--- config.mk ---
export PLATFORM = sky130hd
export DESIGN_NAME = irq_gather
export DESIGN_NICKNAME = d
export VERILOG_FILES = /design/src/rtl/irq_gather_pkg.sv /design/src/rtl/irq_sync.sv /design/src/rtl/irq_edge.sv /design/src/rtl/irq_mismatch.sv /design/src/rtl/irq_gather.sv
export SDC_FILE = /design/constraint.sdc
export NUM_CORES = 1
export LEC_CHECK = 0
export ABC_AREA = 1
export BUFFER_PORTS_ARGS = -buffer_cell sky130_fd_sc_hd__buf_2
export CAP_MARGIN = 15
export CORE_ASPECT_RATIO = 1.75
export CORE_MARGIN = 1
export CORE_UTILIZATION = 40
export DETAILED_ROUTE_END_ITERATION = 7
export PLACE_DENSITY = 0.8
export SYNTH_ARGS = -nofsm -noshare
export SYNTH_HDL_FRONTEND = slang
export SYNTH_SLANG_ARGS = --single-unit
--- constraint.sdc ---
create_clock -name clk -period 1 [get_ports clk]
set_clock_uncertainty 0.2 [all_clocks]
set_input_delay 0 -clock clk [delete_from_list [all_inputs] [get_ports clk]]
set_output_delay 0 -clock clk [all_outputs]
set_load 0.02 [all_outputs]
--- src/rtl/irq_gather_pkg.sv ---
package irq_gather_pkg;

    localparam int CTL_W = 8;

    typedef struct packed {
        logic glb_en;
        logic grp_en;
        logic tov_en;
        logic ext_en;
        logic chg_en;
        logic tov_fl;
        logic ext_fl;
        logic chg_fl;
    } ctl_word_t;

    typedef struct packed {
        logic tov;
        logic ext;
        logic chg;
    } core_evt_t;

    function automatic logic core_pending(ctl_word_t c);
        return (c.tov_en & c.tov_fl) | (c.ext_en & c.ext_fl) | (c.chg_en & c.chg_fl);
    endfunction

    // Software write first, then events OR in so that none is lost.
    function automatic ctl_word_t ctl_next(ctl_word_t cur, logic wr,
                                           logic [CTL_W-1:0] wd, core_evt_t ev);
        ctl_word_t n;
        n = wr ? ctl_word_t'(wd) : cur;
        n.tov_fl = n.tov_fl | ev.tov;
        n.ext_fl = n.ext_fl | ev.ext;
        n.chg_fl = n.chg_fl | ev.chg;
        return n;
    endfunction

endpackage

--- src/rtl/irq_sync.sv ---
module irq_sync #(
    parameter int W      = 1,
    parameter int STAGES = 2
) (
    input  logic         clk,
    input  logic         rst,
    input  logic [W-1:0] d_in,
    output logic [W-1:0] q_out
);
    generate
        if (STAGES <= 1) begin : g_single
            logic [W-1:0] s_q;
            always_ff @(posedge clk) begin
                if (rst) s_q <= '0;
                else     s_q <= d_in;
            end
            assign q_out = s_q;
        end else begin : g_chain
            logic [STAGES-1:0][W-1:0] chain_q;
            always_ff @(posedge clk) begin
                if (rst) chain_q <= '0;
                else     chain_q <= {chain_q[STAGES-2:0], d_in};
            end
            assign q_out = chain_q[STAGES-1];
        end
    endgenerate
endmodule

--- src/rtl/irq_edge.sv ---
module irq_edge (
    input  logic clk,
    input  logic rst,
    input  logic lvl,
    input  logic rise_sel,
    output logic hit
);
    logic prev_q;

    always_ff @(posedge clk) begin
        if (rst) prev_q <= 1'b0;
        else     prev_q <= lvl;
    end

    assign hit = rise_sel ? (lvl & ~prev_q) : (~lvl & prev_q);
endmodule

--- src/rtl/irq_mismatch.sv ---
module irq_mismatch #(
    parameter int W = 4
) (
    input  logic         clk,
    input  logic         rst,
    input  logic [W-1:0] pins,
    input  logic         snap_ld,
    output logic         hit
);
    logic [W-1:0] snap_q;

    always_ff @(posedge clk) begin
        if (rst)          snap_q <= '0;
        else if (snap_ld) snap_q <= pins;
    end

    assign hit = |(pins ^ snap_q);
endmodule

--- src/rtl/irq_gather.sv ---
module irq_gather
    import irq_gather_pkg::*;
#(
    parameter int NPER        = 4,
    parameter int NCHG        = 4,
    parameter int SYNC_STAGES = 2
) (
    input  logic             clk,
    input  logic             rst,
    input  logic             reg_wr,
    input  logic [CTL_W-1:0] reg_wdata,
    output logic [CTL_W-1:0] reg_rdata,
    input  logic             tmr_ovf,
    input  logic             ext_pin,
    input  logic             ext_rise_sel,
    input  logic [NCHG-1:0]  chg_pins,
    input  logic             port_rd,
    output logic [NCHG-1:0]  port_val,
    input  logic [NPER-1:0]  per_req,
    input  logic [NPER-1:0]  per_ie,
    output logic             cpu_irq
);
    localparam int SW = NCHG + 1;

    logic [SW-1:0] raw_in;
    logic [SW-1:0] sync_in;
    logic          ext_s;
    logic [NCHG-1:0] chg_s;
    logic          ext_hit;
    logic          chg_hit;
    core_evt_t     evt;
    ctl_word_t     ctl_q;
    logic          grp_pending;

    assign raw_in = {ext_pin, chg_pins};

    irq_sync #(.W(SW), .STAGES(SYNC_STAGES)) u_sync (
        .clk(clk), .rst(rst), .d_in(raw_in), .q_out(sync_in)
    );

    assign ext_s = sync_in[SW-1];
    assign chg_s = sync_in[NCHG-1:0];

    irq_edge u_edge (
        .clk(clk), .rst(rst), .lvl(ext_s), .rise_sel(ext_rise_sel), .hit(ext_hit)
    );

    irq_mismatch #(.W(NCHG)) u_mis (
        .clk(clk), .rst(rst), .pins(chg_s), .snap_ld(port_rd), .hit(chg_hit)
    );

    always_comb begin
        evt.tov = tmr_ovf;
        evt.ext = ext_hit;
        evt.chg = chg_hit;
    end

    always_ff @(posedge clk) begin
        if (rst) ctl_q <= '0;
        else     ctl_q <= ctl_next(ctl_q, reg_wr, reg_wdata, evt);
    end

    assign grp_pending = ctl_q.grp_en & (|(per_req & per_ie));
    assign cpu_irq     = ctl_q.glb_en & (core_pending(ctl_q) | grp_pending);
    assign reg_rdata   = ctl_q;
    assign port_val    = chg_s;
endmodule

### Word-level counts from Yosys, hierarchy flattened

Index checks and enable logic that the tools add are counted.

| storage, ports and cells | value |
|---|---|
| bits in registers | 23 |
| input port bits | 27 |
| output and inout bits | 13 |
| logic and storage cells | 33 |

| cells by class | value |
|---|---|
| multiplexer cells | 2 |
| bitwise gates (word level) | 17 |
| reductions and logical operators | 2 |

Operators by type and width:

| kind | number |
|---|---|
| 4-bit OR reduction | 2 |
| 1-bit AND | 7 |
| 1-bit OR | 6 |
| 4-bit AND | 1 |
| 4-bit XOR | 1 |
| 3-bit two-way mux | 1 |
| 1-bit inverter | 2 |
| 1-bit two-way mux | 1 |

### Depth between registers and ports, before layout

Gate-level depths: netlist (run 1).

| depth | value |
|---|---|
| word-level depth | 5 |
| mapped depth | 8 |
| depth with buffers taken out | 7 |

### By module

Synthesis (run 1) repeated with hierarchy kept, for this count alone.

| unflattened totals | value |
|---|---|
| cell total of the unflattened synthesis | 132 |
| area, all modules | 932.1 um2 |

By module, submodules not included:

| module | times used | cells each | area each (um2) | sequential area each (um2) |
|---|---|---|---|---|
| irq_gather | 1 | 52 | 340.3 | 160.2 |
| irq_sync | 1 | 36 | 324.1 | 200.2 |
| irq_mismatch | 1 | 36 | 219.0 | 80.1 |
| irq_edge | 1 | 8 | 48.8 | 20.0 |

### Least setup slack after synthesis (run 1)

Ideal clock, no wire load.

| timing path | value |
|---|---|
| kind | register to output |
| start point | register ctl_q (netlist bit reg_rdata[0]) |
| end point | output port cpu_irq |
| arrival | 993 ps |
| required time | 800 ps |
| path slack | -193 ps |
| cell stages (with the launch flop) | 5 |
| path buffers | 0 |
| cells stage by stage | dfxtp_1 > nand2_1 > nand2_1 > a21oi_1 > a21boi_1 |

| between the ends | value |
|---|---|
| longest elaborated chain between the ends | 4 |

Ends and longest elaborated chain:

| item | line | source |
|---|---|---|
| start: declaration | irq_gather.sv:32 | `ctl_word_t ctl_q;` |
| start signal: assignment | irq_gather.sv:60 | `else ctl_q <= ctl_next(ctl_q, reg_wr, reg_wdata, evt);` |
| 1-bit AND | irq_gather_pkg.sv:23 | `return (c.tov_en & c.tov_fl) \| (c.ext_en & c.ext_fl) \| (c.chg_en & c.chg_fl);` |
| 1-bit OR | irq_gather_pkg.sv:23 |  |
| 1-bit OR | irq_gather.sv:64 | `assign cpu_irq = ctl_q.glb_en & (core_pending(ctl_q) \| grp_pending);` |
| 1-bit AND | irq_gather.sv:64 |  |
| end: declaration | irq_gather.sv:21 | `output logic cpu_irq` |

Every way passes these cells.

### Final worst setup path (run 1)

| timing path | value |
|---|---|
| start point | register ctl_q (netlist bit reg_rdata[3]) |
| end point | output port cpu_irq |

The elaborated chain is that of the path after synthesis.

==> reports/summary.md, run 1 <==
When the netlist entered floorplanning its net count stood at 156. The flop and latch count out of synthesis works out to 23. Across the run, the number of max-cap violations was 0. For the final total power, the log shows 1.839 mW. After legalization and detailed placement, the total HPWL measured 1351 um. For the slack of the critical path, the log shows -0.3634 ns. The ratio of routed vias to standard cells works out to 4.679. In the synthesized netlist the dominant register cell turns out to be dfxtp_1. The sequential cell area fraction in the yosys report came out at 50.07%. Yosys mapped the design onto 16 distinct sky130hd cell types. The clock insertion delay at the later pin of the skew report was 0.32 ns.

Entering global routing, the biggest net connects 14 pins. Clock-pin slew was measured on the worst setup and hold paths at 0.12 ns. Once the floorplan was initialized, standard cells occupied 43.39% of the core. The die footprint came out at 2502 sq um. Clock buffer count from CTS: 3. In this run the deepest clock path goes through 2 buffers. The total standard cell area after synthesis is 919.6 sq um, and the count of antenna-violating nets left after detailed routing is 0. The critical path in this run is classified as flip-flop to output port. Sorting the synthesized cells by how often they occur yields 31 x nor2_1, 24 x nand2_1, 23 x dfxtp_1. At the pin with the least slew margin, the transition time is 0.2857 ns. The die boundary height is 65.43 um. Counting flops with a built-in enable in the synthesized netlist gives 0. The analysis attributes to cell leakage a power of 0.7535 nW.

For this run, design rule violations remaining after detail routing come to 0. Dividing the synthesized area by the synthesized cell count gives 7.129 sq um. The tools report the startpoint type of the worst setup path as a flip-flop.

For the worst-case headroom to the max-slew limit, the log shows 80.75%. For this block, the routed nets add up to 2397 um of wire. The worst path in the final design needs a cycle of 1.363 ns, including I/O delays and setup. In the post-synthesis netlist, the cell with the most instances is nor2_1.

The run finished, with violations left. The number of placed I/O pins was 40. The top cell type's share of synthesized area is 50.07%, and the data arrival time of the critical path is 1.16 ns. The fraction of registers with async set/reset came out at 0%. The count of buffers from port buffering came out at 39.

The worst slack on hold paths is -0.1668 ns, and the detail-routed net length per standard cell is 11.31 um. Compared with the post-synthesis result, the final layout area differs by 59.46%. The residual overflow from global routing was 0; the required arrival time at the worst endpoint was 0.80 ns. For this block, the initial DRC count from the detailed router was 30. Global routing used 20.17% of the available tracks across all layers. The detailed router placed 992 vias in this run. The die is 38.25 um wide. The largest vdd supply drop was 0.8746 mV; the worst-path maximum fanout was 3.

The tools report the count of H-tree levels built during CTS as 1. Yosys printed 0 warnings. The final number of max-transition violations is 0. The highest clock frequency the design can meet was 733.5 MHz; the number of hold buffers added after CTS was 16. The post-synthesis cell count was 129; the via count of the first global-routing pass was 933. After layout, the worst path uses 136.3% of the clock period.

The tools report the type of destination of the critical path as an output port. The core area is 2120 sq um, and the total clock sinks is 23. For the number of endpoints with negative hold slack in the final report, the log shows 23. Setup repair after global routing could not meet its margin everywhere. The final weighted congestion of routability-driven global placement was 0.7378; the initial antenna violation count was 0. The worst hold path belongs to the class input port to flip-flop.

Yosys attributes the largest share of cell area to dfxtp_1 50%, nor2_1 13%, nand2_1 9.8%. Setup violations remaining at the end of the flow were counted as 14. The final reports fail on negative hold slack, negative setup slack. TritonCTS built the clock tree. 0 antenna diodes ended up in the layout.

The net count of the finished layout is 216. The first global-routing pass estimated 3539 um of wire. The run gives -1.242 ns as the final total negative setup slack. Clock tree synthesis selected as its root buffer the cell clkbuf_4.

The post-route netlist has 39.36% of its cells at a drive strength greater than 1. The power density relative to cell area works out to 1254 nW/um^2. Row generation in the floorplan step produced 22 rows. Of all cell types, the one taking the most synthesized area is dfxtp_1. Before antenna repair, the detailed router went through 4 iterations.
## metal layers
metal / GRT usage [%] / wire, um
met5: 0 / 0
met4: 9.821 / 46
met3: 2.365 / 165
met2: 41.10 / 1374
met1: 16.78 / 810
## logic make-up (layout without fill, tap and decap cells)
family,after synthesis,after routing,synth area share (%)
AO/OA/AOI/OAI,17,17,9.523
buffers and inverters,30,89,15.24
flip-flops,23,23,50.07
AND/OR/NAND/NOR,58,58,24.22
XOR/XNOR,1,1,0.9526
## placed cells by master (no fill, tap or decap), drive strengths merged, types with 2 or more instances in the layout
cell type and count:
buf 46, clkbuf 3, dfxtp 23, dlygate4sd3 15
inv 23, nand3 2, nor2 31, nand2 25
a21oi 3, o21ai 13
## power breakdown
| part | switching (mW) | internal, mW | leakage (nW) |
|---|---|---|---|
| clock network | 0.276 | 0.150 | 0.0177 |
| registers | 0.0403 | 0.975 | 0.195 |
| logic | 0.183 | 0.214 | 0.541 |
## through the flow
step | instance area (sq um) | setup WS [ns] | util [%] | cells
global route | 1466 | -0.4066 | 69.19 | 212
detailed placement | 1127 | -0.1082 | 53.19 | 188
floorplan | 930.9 | 0.003464 | - | 129
finish | 1466 | -0.3634 | 69.19 | 212
CTS | 1424 | -0.3174 | 67.18 | 210
global placement | 1127 | -0.01534 | 53.19 | 188
## layout make-up
type / count / area [sq um]
sequential: 23 / 480.5
clock buffer: 3 / 22.52
inverter: 23 / 91.34
fill: 181 / 653.1
tap: 24 / 30.03
timing repair inverter: 1 / 7.507
clock inverter: 1 / 5.005
timing repair buffer: 61 / 498.0
multi-input combinational: 76 / 331.6
## what timing repair did
action / CTS / global route
cloned: 0 / 1
gates resized for setup: 36 / 11
pin swaps: 4 / 5
endpoints found under the setup margin: 14 / 25
buffers inserted: 2 / 3
hold endpoints to repair: 23 / 23
## flip-flops by register name, indices dropped and copies added, names as in the netlist
signal                  flops
reg_rdata                   8
u_edge.prev_q               1
u_mis.snap_q                4
u_sync.g_chain.chain_q      5
u_sync.q_out                5
## worst max-delay path: stages (launching register included)
cell and delay (ns):
dfxtp_2 0.35, nand2_1 0.06, nand2_1 0.08, a21oi_2 0.15, a21boi_2 0.08, buf_6 0.14
## path summary, 6_finish.rpt
| check | start | endpoint | slack [ns] | depth (start not counted) |
|---|---|---|---|---|
| worst max register to register | u_mis.snap_q[0] | reg_rdata[0] | -0.17 | 7 |
| worst min register to register | u_sync.g_chain.chain_q[2] | u_sync.q_out[2] | 0.20 | 2 |
| worst max-delay path | reg_rdata[3] | cpu_irq | -0.36 | 5 |
| worst min-delay path | rst | reg_rdata[3] | -0.17 | 4 |
Power figures use the tool's default switching activity.
==> inputs of run 2 (changes only) <==
- CORE_ASPECT_RATIO: 1.75 -> default
- CTS_BUF_LIST: default -> sky130_fd_sc_hd__clkbuf_4 sky130_fd_sc_hd__clkbuf_8 sky130_fd_sc_hd__clkbuf_16
- HOLD_SLACK_MARGIN: default -> 0.1
==> reports/summary.md, run 2 (synthesis gave the netlist of run 1 again) <==
TritonCTS built the clock tree. Walking the worst path, the cells encountered are nand2_1 > nand2_1 > a21oi_2 > a21boi_2 > buf_4. Number of placed I/O pins: 40. At the later pin of the worst-skew pair, clock insertion delay measures 0.32 ns. The tightest min-delay check is of the input port to flip-flop type. The tools report the slack of the critical path as -0.3274 ns. The number of endpoints with negative hold slack in the final report was 22; the worst-path maximum fanout was 2. The run gives 0 as the number of maximum-capacitance violations. Power density relative to cell area: 1277 nW/um^2. The count of buffers from port buffering is 39, and the count of antenna-violating nets left after detailed routing is 0. The number of flip-flops in the largest register is 8. Startpoint type of the worst setup path: a flip-flop. The initial antenna violation count is 0, and the number of remaining DRC errors is 0. The clock-pin transition on the worst setup and hold timing paths is 0.13 ns, and the die boundary height is 49.95 um. The final layout contains routed wiring with a total length of 2541 um. The final layout contains 217 nets. The first global-routing pass estimated 3795 um of wire.

The final critical path takes up 132.7% of the cycle. Antenna diode count: 0. The cell repeated most along the worst path was nand2_1. At the worst endpoint, the required time is 0.80 ns.

In this run the standard cell core region covers 2062 sq um. The run finished, with violations left. The fraction of layout instances using a drive strength above 1 was 40.21%; the final core utilization was 71.12%.

After floorplanning, the core was divided into 16 placement rows. At the end of routability-driven placement, the weighted congestion stood at 0.7073. The largest vdd supply drop came out at 0.8309 mV. The number of filler instances in the final layout was 157; the largest net degree at the start of global routing was 15.

The data arrival time of the critical path is 1.13 ns. The final reports fail on negative hold slack, negative setup slack. Leakage power total: 0.7480 nW. Post-route minimum period: 1.327 ns. For this run, the detailed router's first-pass iteration total came to 4. The HPWL after detailed placement is 1475 um. Compared with the post-synthesis result, the final layout area differs by 59.46%. Clock tree synthesis selected as its root buffer the cell clkbuf_4. Leaving out fill and tap cells, the most frequent cell in the layout is nor2_1. The largest incremental delay on the critical path is 0.35 ns, and the final number of max-transition violations is 0.

The tools report the worst slack on hold paths as -0.1485 ns. The critical path is of the flip-flop to output port type. Setup repair after global routing could not meet its margin everywhere. The final total negative setup slack was -1.064 ns. For this block, the initial DRC count from the detailed router was 27. The tools report the clock buffer count from CTS as 3. The count of H-tree levels built during CTS is 1. The overall via count from detail_route was 991; the horizontal extent of the die was 49.95 um. The number of endpoints failing setup at the final stage came out at 15. The top cell types in the final layout, fill and taps aside, are 30 x nor2_1, 26 x buf_2, 23 x nand2_1.

Dividing the detail-routed wire length by the instance count gives 11.76 um. Summed over all layers, the global routing overflow is 0. The slew at the pin with the worst max-slew slack was 0.2467 ns. The longest clock path from root to sink contains 2 buffers. The slowest stage of the critical path belongs to the cell dfxtp_2.

Global routing used 21.16% of the available tracks. The number of hold buffers added after CTS is 17. The tools report the via count of the first global-routing pass as 943. The die covers 2495 sq um. Static timing analysis puts the maximum clock frequency at 753.4 MHz. Headroom to the max-slew limit came out at 83.38%. For this design, the sink count on the clock tree is 23. The type of destination of the critical path is an output port. For this configuration, the core starts out at a cell density of 44.60%. The ratio of routed vias to standard cells came out at 4.588.
## run 2: final cells by class
class | instances | area [sq um] | share of cell area, %
Clock buffer | 3 | 22.52 | 1.536
Clock inverter | 1 | 7.507 | 0.5119
Inverter | 23 | 91.34 | 6.229
Multi-Input combinational cell | 76 | 331.6 | 22.61
Sequential cell | 23 | 479.2 | 32.68
Tap cell | 27 | 33.78 | 2.304
Timing Repair Buffer | 62 | 493.0 | 33.62
Timing Repair inverter | 1 | 7.507 | 0.5119
## run 2: report_power, final
part | internal (mW) | total, mW | leakage (nW) | switching [mW]
sequential | 0.978 | 1.02 | 0.195 | 0.0394
clock | 0.153 | 0.454 | 0.0139 | 0.301
combinational | 0.214 | 0.402 | 0.539 | 0.188
## run 2: final timing paths
path,from,endpoint,slack [ns],cells after the start
hold / removal,rst,reg_rdata[7],-0.15,4
setup / recovery,reg_rdata[0],cpu_irq,-0.33,5
setup reg to reg,reg_rdata[0],reg_rdata[0],-0.11,7
hold reg to reg,u_sync.g_chain.chain_q[0],u_sync.q_out[0],0.20,2
## run 2: critical path, delay by kind of cell, from the launching register on
kind / cells / cell delay, ns
compound gates: 2 / 0.17
buf+inv: 1 / 0.16
simple gates: 2 / 0.12
flops: 1 / 0.35
## run 2: routing by layer
layer | wire length [um] | share of wire (%) | up-vias | track usage, %
li1 | - | - | 499 | -
met1 | 935 | 37 | 435 | 17.36
met2 | 1361 | 54 | 44 | 42.79
met3 | 128 | 5.0 | 13 | 4.938
met4 | 116 | 4.6 | 0 | 14.29
met5 | 0 | 0 | - | 0
## run 2: what timing repair did
| action | CTS | global route |
|---|---|---|
| gates resized for setup | 33 | 11 |
| cloned | 0 | 1 |
| hold endpoints to repair | 23 | 23 |
| buffers inserted | 3 | 2 |
| endpoints found under the setup margin | 14 | 25 |
| pin swaps | 3 | 1 |
## run 2: stage by stage
| stage | power, mW | setup WS (ns) | cell area, sq um | cells | hold slack, ns |
|---|---|---|---|---|---|
| global placement | 1.279 | -0.009980 | 1124 | 190 | -0.002821 |
| detailed placement | 1.295 | -0.05595 | 1124 | 190 | 0.006584 |
| CTS | 1.846 | -0.3220 | 1436 | 214 | -0.1355 |
| global route | 1.965 | -0.3883 | 1466 | 216 | -0.1382 |
| floorplan | 1.191 | 0.003464 | 930.9 | 129 | -0.1288 |
| finish | 1.873 | -0.3274 | 1466 | 216 | -0.1485 |
